<file path="src/rtl/lockmon_pkg.sv">
package lockmon_pkg;

  // Verdict on a closing reference period, as seen by the run counter.
  typedef enum logic [1:0] {
    PER_NONE  = 2'd0,  // no strobe this cycle
    PER_CLEAN = 2'd1,  // strobe, and the period had no wide pulse
    PER_DIRTY = 2'd2   // strobe, and the period had a wide pulse
  } period_verdict_e;

  // Number of bits needed to hold the value n.
  function automatic int bits_for(input int n);
    return (n < 2) ? 1 : $clog2(n + 1);
  endfunction

endpackage

</file>
<file path="src/rtl/lockmon_pulse_meter.sv">
module lockmon_pulse_meter
  import lockmon_pkg::*;
#(
  parameter int NCH        = 2,
  parameter int THRESH_CYC = 1
) (
  input  logic           clk,
  input  logic           rst_n,
  input  logic [NCH-1:0] pulse_i,
  output logic           wide_o
);

  localparam int SAT = THRESH_CYC + 1;
  localparam int CW  = bits_for(SAT);

  logic [NCH-1:0] prev_q;
  logic [NCH-1:0] rise;
  logic [CW-1:0]  width_q, width_nxt;
  logic           any_high;

  // One edge detector per correction line.
  for (genvar c = 0; c < NCH; c++) begin : g_edge
    always_ff @(posedge clk or negedge rst_n) begin
      if (!rst_n) prev_q[c] <= 1'b0;
      else        prev_q[c] <= pulse_i[c];
    end
    assign rise[c] = pulse_i[c] & ~prev_q[c];
  end

  assign any_high = |pulse_i;

  // Saturating width counter, restarting on any new rise.
  always_comb begin
    if (!any_high)               width_nxt = '0;
    else if (|rise)              width_nxt = CW'(1);
    else if (width_q == CW'(SAT)) width_nxt = width_q;
    else                         width_nxt = width_q + CW'(1);
  end

  always_ff @(posedge clk or negedge rst_n) begin
    if (!rst_n) width_q <= '0;
    else        width_q <= width_nxt;
  end

  assign wide_o = any_high && (width_nxt > CW'(THRESH_CYC));

endmodule

</file>
<file path="src/rtl/lockmon_period_judge.sv">
module lockmon_period_judge
  import lockmon_pkg::*;
(
  input  logic            clk,
  input  logic            rst_n,
  input  logic            tick_i,
  input  logic            wide_i,
  output period_verdict_e verdict_o
);

  logic seen_q;

  // Remembers a wide pulse until the strobe closes the period.
  always_ff @(posedge clk or negedge rst_n) begin
    if (!rst_n)      seen_q <= 1'b0;
    else if (tick_i) seen_q <= 1'b0;
    else if (wide_i) seen_q <= 1'b1;
  end

  always_comb begin
    if (!tick_i)               verdict_o = PER_NONE;
    else if (seen_q || wide_i) verdict_o = PER_DIRTY;
    else                       verdict_o = PER_CLEAN;
  end

endmodule

</file>
<file path="src/rtl/lockmon_run_counter.sv">
module lockmon_run_counter
  import lockmon_pkg::*;
#(
  parameter int RUN_LEN = 8
) (
  input  logic            clk,
  input  logic            rst_n,
  input  logic            wide_i,
  input  period_verdict_e verdict_i,
  output logic            reached_o
);

  localparam int RW = bits_for(RUN_LEN);

  logic [RW-1:0] run_q;

  always_ff @(posedge clk or negedge rst_n) begin
    if (!rst_n) begin
      run_q <= '0;
    end else if (wide_i || verdict_i == PER_DIRTY) begin
      run_q <= '0;
    end else if (verdict_i == PER_CLEAN && run_q != RW'(RUN_LEN)) begin
      run_q <= run_q + RW'(1);
    end
  end

  assign reached_o = (verdict_i == PER_CLEAN) && (run_q >= RW'(RUN_LEN - 1));

endmodule

</file>
<file path="src/rtl/pll_lock_monitor.sv">
module pll_lock_monitor
  import lockmon_pkg::*;
#(
  parameter int THRESH_CYC = 1,
  parameter int RUN_LEN    = 8
) (
  input  logic clk_xtal,
  input  logic rst_n,
  input  logic ref_tick,
  input  logic pump_up,
  input  logic pump_dn,
  output logic locked
);

  logic            wide;
  logic            reached;
  period_verdict_e verdict;
  logic            lock_q;

  lockmon_pulse_meter #(.NCH(2), .THRESH_CYC(THRESH_CYC)) u_meter (
    .clk     (clk_xtal),
    .rst_n   (rst_n),
    .pulse_i ({pump_dn, pump_up}),
    .wide_o  (wide)
  );

  lockmon_period_judge u_judge (
    .clk       (clk_xtal),
    .rst_n     (rst_n),
    .tick_i    (ref_tick),
    .wide_i    (wide),
    .verdict_o (verdict)
  );

  lockmon_run_counter #(.RUN_LEN(RUN_LEN)) u_run (
    .clk       (clk_xtal),
    .rst_n     (rst_n),
    .wide_i    (wide),
    .verdict_i (verdict),
    .reached_o (reached)
  );

  always_ff @(posedge clk_xtal or negedge rst_n) begin
    if (!rst_n)       lock_q <= 1'b0;
    else if (wide)    lock_q <= 1'b0;
    else if (reached) lock_q <= 1'b1;
  end

  assign locked = lock_q;

endmodule

</file>
<file path="config.mk">
export PLATFORM = sky130hd
export DESIGN_NAME = pll_lock_monitor
export DESIGN_NICKNAME = d
export VERILOG_FILES = /design/src/rtl/lockmon_pkg.sv /design/src/rtl/lockmon_pulse_meter.sv /design/src/rtl/lockmon_period_judge.sv /design/src/rtl/lockmon_run_counter.sv /design/src/rtl/pll_lock_monitor.sv
export SDC_FILE = /design/constraint.sdc
export NUM_CORES = 1
export LEC_CHECK = 0
export BUFFER_PORTS_ARGS = -buffer_cell sky130_fd_sc_hd__buf_2
export CAP_MARGIN = 30
export CORE_MARGIN = 4
export CORE_UTILIZATION = 29
export CTS_CLUSTER_DIAMETER = 80
export DETAILED_ROUTE_END_ITERATION = 12
export GPL_TIMING_DRIVEN = 1
export PLACE_DENSITY_LB_ADDON = 0.12
export SYNTH_ARGS = -nofsm -noshare
export SYNTH_HDL_FRONTEND = slang
export SYNTH_SLANG_ARGS = --single-unit
</file>
<file path="constraint.sdc">
create_clock -name clk_xtal -period 1.6 [get_ports clk_xtal]
set_input_delay 0.24 -clock clk_xtal [delete_from_list [all_inputs] [get_ports clk_xtal]]
set_output_delay 0.24 -clock clk_xtal [all_outputs]
set_load 0.02 [all_outputs]
</file>
==> flow_summary_export.csv <==
group,metric,value,unit
run_status,outcome,"complete, no violations",
synth,synth_area_per_cell,10.3,um2
timing,slew_violations,0,
critical_path,crit_path_end_kind,"register",
critical_path,worstSetupPathType,"reg2reg",
place,dp_slack,0.255,ns
cts,cts_root_buf,"clkbuf_4",
layout,post-route-util,38.0,%
grt,first_global_vias,363,
timing,relSlewSlack,82.9,%
timing,finalSetupViolCount,0,
cts,htreeDepth,1,
layout,diodes,0,
timing,period_share,85.2,%
place,dpl.hpwl,661,um
synth,syn-num-nets,56,
timing,rsz0062_at_grt,"no",
cts,ctsResizeCount,0,
power_and_ir_drop,vdd_drop_max,0.000525,V
power_and_ir_drop,p_leak,0.278,nW
synth,seq_area_frac_synth,50.8,%
die,core.rowCount,14,
timing,finalCriticalPeriod,1.36,ns
detailed_routing,viasPerCell,5.01,
place,port_buffers,5,
critical_path,crit_fanout,4,
cts,numCtsBuffers,3,
die,io_pins,6,
detailed_routing,totalWireLength,890,um
cts,insertion_delay,0.27,ns
timing,worst_pin_slew,0.256,ns
synth,synth_edf_count,0,
cts,clk_path_buf_depth,2,
synth,synth_warnings,0,
timing,final.setup.tns,0,ns
cts,clock_sinks,10,
timing,max_freq,734,MHz
cts,path_clk_slew,0.07,ns
place,place.gp.congestion,0.792,
timing,fin_ws,0.237,ns
detailed_routing,num_vias,376,
cts,hold_buffers,1,
die,core_area,0.00156,mm2
timing,finalHoldViolations,0,
timing,skew,0.00309,ns
detailed_routing,postRouteAntennaNets,0,
layout,nets,68,
die,die_w,49.2,um
synth,synth-async-reset-ratio,100,%
critical_path,crit_path_start_kind,"register",
detailed_routing,drtPass1Iterations,2,
job,maxCapViolCount,0,
cts,cts_tree,"built",
layout,syn_to_final_growth,20.1,%
grt,grtUsageTotal,8.97,%
detailed_routing,wl_per_cell,11.9,um
layout,drive_above_1_share,23.7,%
critical_path,worstPathArrival,1.55,ns
synth,synth-seq-cells,10,
die,start_util,31.6,%
synth,postSynthCellCount,48,
grt,grt_start_max_net_pins,11,
critical_path,crit_required,1.79,ns
grt,antenna_found_initial,0,
detailed_routing,drt-initial-drc-count,6,
synth,synth_area,493,um2
layout,fill_cells,160,
die,fp.dieArea,0.00242,mm2
grt,overflow,0,
cts,postCtsSetupBuffers,0,
power_and_ir_drop,power.density,1410,mW/mm2
die,die_h,49.2,um
detailed_routing,drc_errors,0,
min_path,worstHoldPathType,"in2reg",
synth,ys.flop_type,"dfrtp_1",
grt,grt_pass1_wl,1590,um
synth,synth_cell_type_count,20,
==> report_power, final <==
group	switching, W	internal [W]
registers	0.0000571	0.000314
logic	0.000124	0.000109
clock network	0.0000942	0.000138
==> state kept, by name (all words and copies together) (netlist names) <==
signal / cells
u_judge.seen_q: 1
u_meter.prev_q: 2
u_meter.width_q: 2
u_run.run_q: 4
locked: 1
==> per-layer routing <==
metal	GRT usage, %	vias up	part of all wire [%]
met5	0	-	0
met4	7.11	0	1.7
met3	2.75	2	4.2
met2	11.2	6	42
met1	12.4	177	52
li1	-	191	-
==> placed cells by master (no fill, tap or decap), types with 2 or more instances in the layout <==
master    instances
buf_2             5
ha_1              3
o21ai_0           4
clkbuf_4          3
inv_1             4
dfrtp_1          10
nand3b_1          2
nand2_1           4
nor2b_1           3
a21oi_1           3
nand3_1           3
nor2_1            2
==> cell type report <==
type / count / area (um2) / share of cell area, %
flip-flops and latches: 10 / 250 / 42.3
multi-input cells: 33 / 224 / 37.8
repair buffers: 7 / 42.5 / 7.19
clock buffers: 4 / 36.3 / 6.13
well taps: 16 / 20.0 / 3.38
inverters: 5 / 18.8 / 3.17
==> metrics by stage <==
stage	total power [W]	hold WS (ns)	instance area [um2]	cells
CTS	0.000847	0.108	592	75
floorplan	0.000536	-0.0556	493	48
detailed placement	0.000608	0.114	546	70
global route	0.000891	0.118	592	75
global placement	0.000613	0.117	546	70
finish	0.000837	0.112	592	75
==> kinds of logic (layout without fill, tap and decap cells) <==
logic type / count (synthesis) / after routing / synth area share (%)
compound gates: 11 / 11 / 14.0
fa+ha+maj: 3 / 3 / 7.62
buf+inv: 5 / 16 / 3.81
flops: 10 / 10 / 50.8
simple gates: 19 / 19 / 23.9
==> final timing paths <==
check	from	endpoint	slack [ns]	depth (start not counted)
max reg2reg	u_run.run_q[0]	u_run.run_q[0]	0.24	5
min reg2reg	locked	locked	0.50	2
max in group asynchronous	rst_n	u_run.run_q[3]	1.05	2
min in group asynchronous	rst_n	u_meter.width_q[0]	0.36	2
max	u_run.run_q[0]	u_run.run_q[0]	0.24	5
min	pump_dn	u_meter.prev_q[1]	0.11	1
==> critical path, cell delays in order (launching register included) <==
cell and delay, ns:
dfrtp_1 0.41, inv_1 0.10, ha_1 0.16, nand3b_1 0.13
or3_1 0.32, a31oi_1 0.16
==> synth_stat cells (2+ instances only) <==
| cell | n | area share, % |
|---|---|---|
| nor2b_1 | 3 | 3.8 |
| dfrtp_1 | 10 | 51 |
| nand3b_1 | 2 | 3.0 |
| nor2_1 | 2 | 1.5 |
| o21ai_0 | 4 | 4.1 |
| inv_1 | 4 | 3.0 |
| nand3_1 | 3 | 3.0 |
| a21oi_1 | 3 | 3.0 |
| nand2_1 | 4 | 3.0 |
| ha_1 | 3 | 7.6 |
No activity file was read; power rests on OpenSTA's default activity.
